### src/rtl/async_rx_pkg.sv
package async_rx_pkg;

    localparam int MAX_WORD = 8;

    typedef enum logic [2:0] {
        ST_IDLE,
        ST_START,
        ST_DATA,
        ST_PAR,
        ST_STOP,
        ST_MARKWAIT
    } rx_state_e;

    typedef enum logic [1:0] {
        STOP_ONE,
        STOP_ONE_HALF,
        STOP_TWO
    } stop_e;

    localparam logic [1:0] PAR_ODD   = 2'd0;
    localparam logic [1:0] PAR_EVEN  = 2'd1;

    typedef struct packed {
        logic [MAX_WORD-1:0] data;
        logic                perr;
        logic                ferr;
    } rx_char_t;

    function automatic stop_e stop_rule(input logic [1:0] wlen,
                                        input logic par_en,
                                        input logic stop_sel);
        if (!stop_sel)
            return STOP_ONE;
        else if (wlen == 2'd0 && !par_en)
            return STOP_ONE_HALF;
        else if (wlen == 2'd3 && par_en)
            return STOP_ONE;
        else
            return STOP_TWO;
    endfunction

    // shift register fills from the top; move the word down to bit 0
    function automatic logic [MAX_WORD-1:0] align_word(input logic [MAX_WORD-1:0] sr,
                                                       input logic [1:0] wlen);
        return sr >> (2'd3 - wlen);
    endfunction

    function automatic logic parity_bad(input logic [1:0] mode,
                                        input logic [MAX_WORD-1:0] word,
                                        input logic pbit);
        logic total;
        total = (^word) ^ pbit;
        if (mode == PAR_ODD)
            return !total;
        else if (mode == PAR_EVEN)
            return total;
        else
            return 1'b0;
    endfunction

endpackage

### src/rtl/async_rx_sync.sv
module async_rx_sync #(
    parameter int STAGES = 2
) (
    input  logic clk,
    input  logic rst,
    input  logic din,
    output logic dout
);
    logic [STAGES-1:0] q;

    always_ff @(posedge clk) begin
        if (rst)
            q <= '1;
        else
            q <= {q[STAGES-2:0], din};
    end

    assign dout = q[STAGES-1];
endmodule

### src/rtl/async_rx_frame.sv
module async_rx_frame
    import async_rx_pkg::*;
#(
    parameter int OSR = 16
) (
    input  logic       clk,
    input  logic       rst,
    input  logic       tick,
    input  logic       rxs,
    input  logic       rx_en,
    input  logic [1:0] cfg_wlen,
    input  logic       cfg_par_en,
    input  logic [1:0] cfg_par_mode,
    input  logic       cfg_stop_sel,
    output logic       done,
    output rx_char_t   done_char,
    output logic       busy
);
    localparam int CNT_W = $clog2(OSR);
    localparam logic [CNT_W-1:0] MID_LAST  = CNT_W'(OSR / 2 - 1);
    localparam logic [CNT_W-1:0] BIT_LAST  = CNT_W'(OSR - 1);
    localparam logic [CNT_W-1:0] HALF_LAST = CNT_W'((OSR * 3) / 4 - 1);

    rx_state_e            state;
    logic [CNT_W-1:0]     cnt;
    logic [2:0]           bit_cnt;
    logic [MAX_WORD-1:0]  sr;
    logic                 par_q;
    logic                 fe_q;
    logic                 stop_idx;
    logic [1:0]           wlen_q;
    logic                 pen_q;
    logic [1:0]           pmode_q;
    stop_e                skind_q;

    logic [MAX_WORD-1:0]  word_al;
    logic                 par_err;
    logic [CNT_W-1:0]     stop_lim;
    logic                 stop_last;
    logic                 fe_next;
    logic [2:0]           last_bit;

    assign word_al   = align_word(sr, wlen_q);
    assign par_err   = pen_q && parity_bad(pmode_q, word_al, par_q);
    assign stop_lim  = (stop_idx && skind_q == STOP_ONE_HALF) ? HALF_LAST : BIT_LAST;
    assign stop_last = (skind_q == STOP_ONE) || stop_idx;
    assign fe_next   = fe_q || !rxs;
    assign last_bit  = 3'(wlen_q) + 3'd4;
    assign busy      = (state != ST_IDLE);

    always_ff @(posedge clk) begin
        if (rst) begin
            state     <= ST_IDLE;
            cnt       <= '0;
            bit_cnt   <= '0;
            sr        <= '0;
            par_q     <= 1'b0;
            fe_q      <= 1'b0;
            stop_idx  <= 1'b0;
            wlen_q    <= '0;
            pen_q     <= 1'b0;
            pmode_q   <= '0;
            skind_q   <= STOP_ONE;
            done      <= 1'b0;
            done_char <= '0;
        end else begin
            done <= 1'b0;
            if (tick) begin
                unique case (state)
                    ST_IDLE: begin
                        if (rx_en && !rxs) begin
                            state   <= ST_START;
                            cnt     <= '0;
                            wlen_q  <= cfg_wlen;
                            pen_q   <= cfg_par_en;
                            pmode_q <= cfg_par_mode;
                            skind_q <= stop_rule(cfg_wlen, cfg_par_en, cfg_stop_sel);
                        end
                    end
                    ST_START: begin
                        if (cnt == MID_LAST) begin
                            cnt     <= '0;
                            bit_cnt <= '0;
                            state   <= rxs ? ST_IDLE : ST_DATA;
                        end else begin
                            cnt <= cnt + 1'b1;
                        end
                    end
                    ST_DATA: begin
                        if (cnt == BIT_LAST) begin
                            cnt     <= '0;
                            sr      <= {rxs, sr[MAX_WORD-1:1]};
                            bit_cnt <= bit_cnt + 1'b1;
                            if (bit_cnt == last_bit) begin
                                state    <= pen_q ? ST_PAR : ST_STOP;
                                stop_idx <= 1'b0;
                                fe_q     <= 1'b0;
                            end
                        end else begin
                            cnt <= cnt + 1'b1;
                        end
                    end
                    ST_PAR: begin
                        if (cnt == BIT_LAST) begin
                            cnt   <= '0;
                            par_q <= rxs;
                            state <= ST_STOP;
                        end else begin
                            cnt <= cnt + 1'b1;
                        end
                    end
                    ST_STOP: begin
                        if (cnt == stop_lim) begin
                            cnt <= '0;
                            if (stop_last) begin
                                done           <= 1'b1;
                                done_char.data <= word_al;
                                done_char.perr <= par_err;
                                done_char.ferr <= fe_next;
                                state          <= fe_next ? ST_MARKWAIT : ST_IDLE;
                            end else begin
                                stop_idx <= 1'b1;
                                fe_q     <= fe_next;
                            end
                        end else begin
                            cnt <= cnt + 1'b1;
                        end
                    end
                    ST_MARKWAIT: begin
                        if (rxs)
                            state <= ST_IDLE;
                    end
                    default: state <= ST_IDLE;
                endcase
            end
        end
    end
endmodule

### src/rtl/async_rx_hold.sv
module async_rx_hold
    import async_rx_pkg::*;
(
    input  logic                clk,
    input  logic                rst,
    input  logic                done,
    input  rx_char_t            done_char,
    input  logic                rd,
    output logic [MAX_WORD-1:0] rdata,
    output logic                full,
    output logic                perr,
    output logic                ferr,
    output logic                oerr
);
    always_ff @(posedge clk) begin
        if (rst) begin
            rdata <= '0;
            full  <= 1'b0;
            perr  <= 1'b0;
            ferr  <= 1'b0;
            oerr  <= 1'b0;
        end else begin
            if (rd) begin
                full <= 1'b0;
                perr <= 1'b0;
                ferr <= 1'b0;
                oerr <= 1'b0;
            end
            if (done) begin
                if (full && !rd) begin
                    oerr <= 1'b1;
                end else begin
                    rdata <= done_char.data;
                    full  <= 1'b1;
                    perr  <= done_char.perr;
                    ferr  <= done_char.ferr;
                end
            end
        end
    end
endmodule

### src/rtl/async_rx.sv
module async_rx
    import async_rx_pkg::*;
#(
    parameter int OSR         = 16,
    parameter int SYNC_STAGES = 2
) (
    input  logic       clk,
    input  logic       rst,
    input  logic       sample_tick,
    input  logic       rxd,
    input  logic       rx_en,
    input  logic [1:0] cfg_wlen,
    input  logic       cfg_par_en,
    input  logic [1:0] cfg_par_mode,
    input  logic       cfg_stop_sel,
    input  logic       rd,
    output logic [7:0] rdata,
    output logic       full,
    output logic       perr,
    output logic       ferr,
    output logic       oerr
);
    logic     rx_line;
    logic     rx_done;
    rx_char_t rx_char;
    logic     rx_busy;
    logic     char_ferr;

    assign char_ferr = rx_char.ferr;

    async_rx_sync #(.STAGES(SYNC_STAGES)) u_sync (
        .clk  (clk),
        .rst  (rst),
        .din  (rxd),
        .dout (rx_line)
    );

    async_rx_frame #(.OSR(OSR)) u_frame (
        .clk          (clk),
        .rst          (rst),
        .tick         (sample_tick),
        .rxs          (rx_line),
        .rx_en        (rx_en),
        .cfg_wlen     (cfg_wlen),
        .cfg_par_en   (cfg_par_en),
        .cfg_par_mode (cfg_par_mode),
        .cfg_stop_sel (cfg_stop_sel),
        .done         (rx_done),
        .done_char    (rx_char),
        .busy         (rx_busy)
    );

    async_rx_hold u_hold (
        .clk       (clk),
        .rst       (rst),
        .done      (rx_done),
        .done_char (rx_char),
        .rd        (rd),
        .rdata     (rdata),
        .full      (full),
        .perr      (perr),
        .ferr      (ferr),
        .oerr      (oerr)
    );
endmodule

### config.mk
export PLATFORM = sky130hd
export DESIGN_NAME = async_rx
export DESIGN_NICKNAME = d
export VERILOG_FILES = /design/src/rtl/async_rx_pkg.sv /design/src/rtl/async_rx_sync.sv /design/src/rtl/async_rx_frame.sv /design/src/rtl/async_rx_hold.sv /design/src/rtl/async_rx.sv
export SDC_FILE = /design/constraint.sdc
export NUM_CORES = 1
export LEC_CHECK = 0
export CORE_AREA = 2 2 84 86
export CTS_CLUSTER_SIZE = 40
export DETAILED_ROUTE_END_ITERATION = 6
export DIE_AREA = 0 0 86 88
export GPL_ROUTABILITY_DRIVEN = 0
export HOLD_SLACK_MARGIN = 0.05
export SETUP_SLACK_MARGIN = 0.02
export SYNTH_ARGS = -nofsm -noshare
export SYNTH_HDL_FRONTEND = slang
export SYNTH_SLANG_ARGS = --single-unit
### constraint.sdc
create_clock -name clk -period 1.9 [get_ports clk]
set_input_delay 0.38 -clock clk [delete_from_list [all_inputs] [get_ports clk]]
set_output_delay 0.38 -clock clk [all_outputs]
set_load 0.01 [all_outputs]
==> impl_metrics.env <==
export IMPL_fp_dieH_um=88
export IMPL_grt_pass1_vias=2017
export IMPL_drt_first_iter_violations=112
export IMPL_min_period_ns=1.79
export IMPL_vdd_drop_max_uv=245
export IMPL_clkLatencyLatePin_ns=0.32
export IMPL_cp_arrival_ns=2.00
export IMPL_overflow=0
export IMPL_required_ns=2.11
export IMPL_fillers=664
export IMPL_power_per_cell_area_mw_per_mm2=596
export IMPL_io_buffer_count=23
export IMPL_synth_cell_types=45
export IMPL_start_util_pct=39.0
export IMPL_cp_max_fo=3
export IMPL_finalSetupViolCount=0
export IMPL_seqPwrFrac_pct=59.1
export IMPL_r2r_slack_ns=0.11
export IMPL_path_class="flop to flop"
export IMPL_async_flop_share_pct=0
export IMPL_dpl_worst_slack_ns=-0.130
export IMPL_hold_buffers=0
export IMPL_place_area_mm2=0.00307
export IMPL_hold_path_class="flop to flop"
export IMPL_cap_violations=0
export IMPL_core_area_mm2=0.00664
export IMPL_seq_area_mm2=0.00106
export IMPL_final_cell_area_mm2=0.00317
export IMPL_worstMarginPinSlew_ns=0.401
export IMPL_cts_buffers=5
export IMPL_start_kind="flop"
export IMPL_drt_wl_total_mm=5.49
export IMPL_syn_area_mm2=0.00259
export IMPL_synth_area_leader_cell="dfxtp_1"
export IMPL_ys_flop_type="dfxtp_1"
export IMPL_power_switching_mw=0.460
export IMPL_grt_usage_pct=15.4
export IMPL_fp_dieW_um=86
export IMPL_pin_count=24
export IMPL_vias=2225
export IMPL_synth_most_common_cell="dfxtp_1"
export IMPL_routedWlPerCell_um=12.6
export IMPL_drive_gt1_share_pct=14.4
export IMPL_p_sw_share_pct=24.3
export IMPL_leakage_nw=1.12
export IMPL_post_drt_via_cell_ratio=5.11
export IMPL_dr_pass1_iters=4
export IMPL_cts_tree="yes"
export IMPL_nNetsFinal=368
export IMPL_drv_slew=0
export IMPL_grt_max_degree=36
export IMPL_synth_seq_cells=53
export IMPL_finalCritPeriodShare_pct=94.0
export IMPL_synth_top_area_share_pct=41.0
export IMPL_intPower_mw=1.43
export IMPL_diodes=0
export IMPL_cp_end_kind="flop"
export IMPL_synth_common_cells="53 x dfxtp_1, 52 x nand2_1, 41 x a21oi_1"
export IMPL_cts_root_buf="clkbuf_8"
export IMPL_yosysWarnings=0
export IMPL_drcViolationCount=0
export IMPL_share_comb_of_total_power_pct=4.8
export IMPL_hold_viol=0
export IMPL_synth_cells=315
export IMPL_cts_sinks=53
export IMPL_cts_path_max_buffers=2
export IMPL_rows=30
export IMPL_fmax_ghz=0.560
export IMPL_rsz0062_at_grt="false"
export IMPL_synth_fp_nets=329
export IMPL_synth_edf_count=0
export IMPL_multi_input_area_mm2=0.00143
export IMPL_area_growth_pct=22.6
export IMPL_synth_avg_cell_area_um2=8.22
export IMPL_clock_skew_ns=0.0104
export IMPL_setup_slack_ns=0.113
export IMPL_clkPwrFrac_pct=36.0
export IMPL_relSlewSlack_pct=73.2
export IMPL_die_area_mm2=0.00757
export IMPL_antenna_found_initial=0
export IMPL_dp_hpwl_mm=4.02
export IMPL_ant_nets=0
export IMPL_status="finished clean"
export IMPL_ys_top_cells_by_area="dfxtp_1 41%, a21oi_1 7.9%, nand2_1 7.5%, mux2i_1 6.2%, nor2_1 3.8%"
export IMPL_clkTransAtPathRegs_ns=0.11
export IMPL_grt_first_pass_wirelength_mm=9.40
export IMPL_htree_levels=2
export IMPL_yosysSeqAreaShare_pct=41.0
==> cells by family (layout without fill, tap and decap cells) <==
kind of cell,count (synthesis),in the layout,share of synthesized area (%)
multiplexers,20,20,9.23
flip-flops,53,53,41.0
adder cells (fa/ha/maj),2,2,0.966
XOR/XNOR,12,12,5.12
buffers and inverters,26,66,4.20
AO/OA/AOI/OAI,64,64,14.0
AND/OR/NAND/NOR,138,138,25.5
==> through the flow <==
step | utilization, % | hold slack (ns) | total power, mW | TNS [ns] | std cells
finish | 47.8 | 0.419 | 1.89 | 0 | 435
global route | 47.8 | 0.450 | 1.95 | 0 | 435
CTS | 47.6 | 0.422 | 1.91 | 0 | 435
detailed placement | 46.1 | 0.398 | 1.24 | -0.341 | 427
global placement | 46.1 | 0.391 | 1.24 | -0.443 | 427
floorplan | - | 0.389 | 1.19 | 0 | 315
==> final cells by class <==
type | instances | area share (%)
inverter | 4 | 0.473
clock buffer | 5 | 2.17
timing repair buffer | 54 | 14.8
clock inverter | 3 | 0.788
sequential | 53 | 33.5
tap | 80 | 3.15
multi-input combinational | 236 | 45.1
==> routing by layer <==
| metal | vias to the layer above | track usage, % | part of all wire, % | routed length [um] |
|---|---|---|---|---|
| met5 | - | 0 | 0 | 0 |
| met4 | 0 | 6.06 | 1.3 | 72 |
| met3 | 5 | 2.92 | 2.8 | 154 |
| met2 | 32 | 24.2 | 44 | 2400 |
| met1 | 1014 | 21.0 | 52 | 2870 |
| li1 | 1174 | - | - | - |
==> power by group through the flow <==
stage	Clock, mW	Combinational [mW]	Sequential (mW)
2_1_floorplan	0	0.0453	1.14
3_3_place_gp	0	0.0924	1.14
3_5_place_dp	0	0.0919	1.14
4_1_cts	0.696	0.0920	1.12
5_1_grt	0.727	0.101	1.12
6_report	0.681	0.0917	1.12
==> placed cells by master (no fill, tap or decap), drive strengths merged, types with 2 or more instances in the layout <==
cell type and instances:
buf 32, o21ai 6, and4 2, mux2i 17, nand3b 4, clkdlybuf4s50 22
or2 2, o211ai 3, dfxtp 53, nor2 26, clkbuf 5, or3 3
xnor2 6, xnor3 2, nand4 6, nor3 7, mux4 2, nand2b 6
a211oi 2, nor4 2, a31oi 3, a22oi 2, inv 6, ha 2
xor2 4, nand3 16, and3 2, nor2b 5, a21oi 41, nand2 52
==> registers in the layout, summed over array words and instances (netlist names) <==
name / flops
u_frame.done_char: 10
u_frame.sr: 8
u_hold.rdata: 8
u_frame.cnt: 4
u_frame.bit_cnt: 3
u_frame.state: 3
u_frame.pmode_q: 2
u_frame.skind_q: 2
u_frame.wlen_q: 2
u_sync.q: 2
u_frame.done: 1
u_frame.fe_q: 1
u_frame.par_q: 1
u_frame.pen_q: 1
u_frame.stop_idx: 1
u_hold.ferr: 1
u_hold.full: 1
u_hold.oerr: 1
u_hold.perr: 1
==> worst paths after layout <==
path	start	endpoint	cells after the start
hold / removal	u_sync.q[0]	u_sync.q[1]	1
hold reg to reg	u_sync.q[0]	u_sync.q[1]	1
setup reg to reg	u_frame.wlen_q[0]	u_frame.done_char[1]	5
setup / recovery	u_frame.wlen_q[0]	u_frame.done_char[1]	5
==> critical path, stage by stage (launching register included) <==
cell	delay, ns
dfxtp_2	0.37
mux4_2	0.55
xnor2_1	0.18
xnor3_1	0.42
nand4b_1	0.10
a21oi_1	0.06
==> repair_timing <==
item	CTS	global route
endpoints found under the hold margin	0	0
resized for setup	0	4
setup endpoints to repair	0	8
setup buffers	0	0
(Power assumes the default switching activity.)
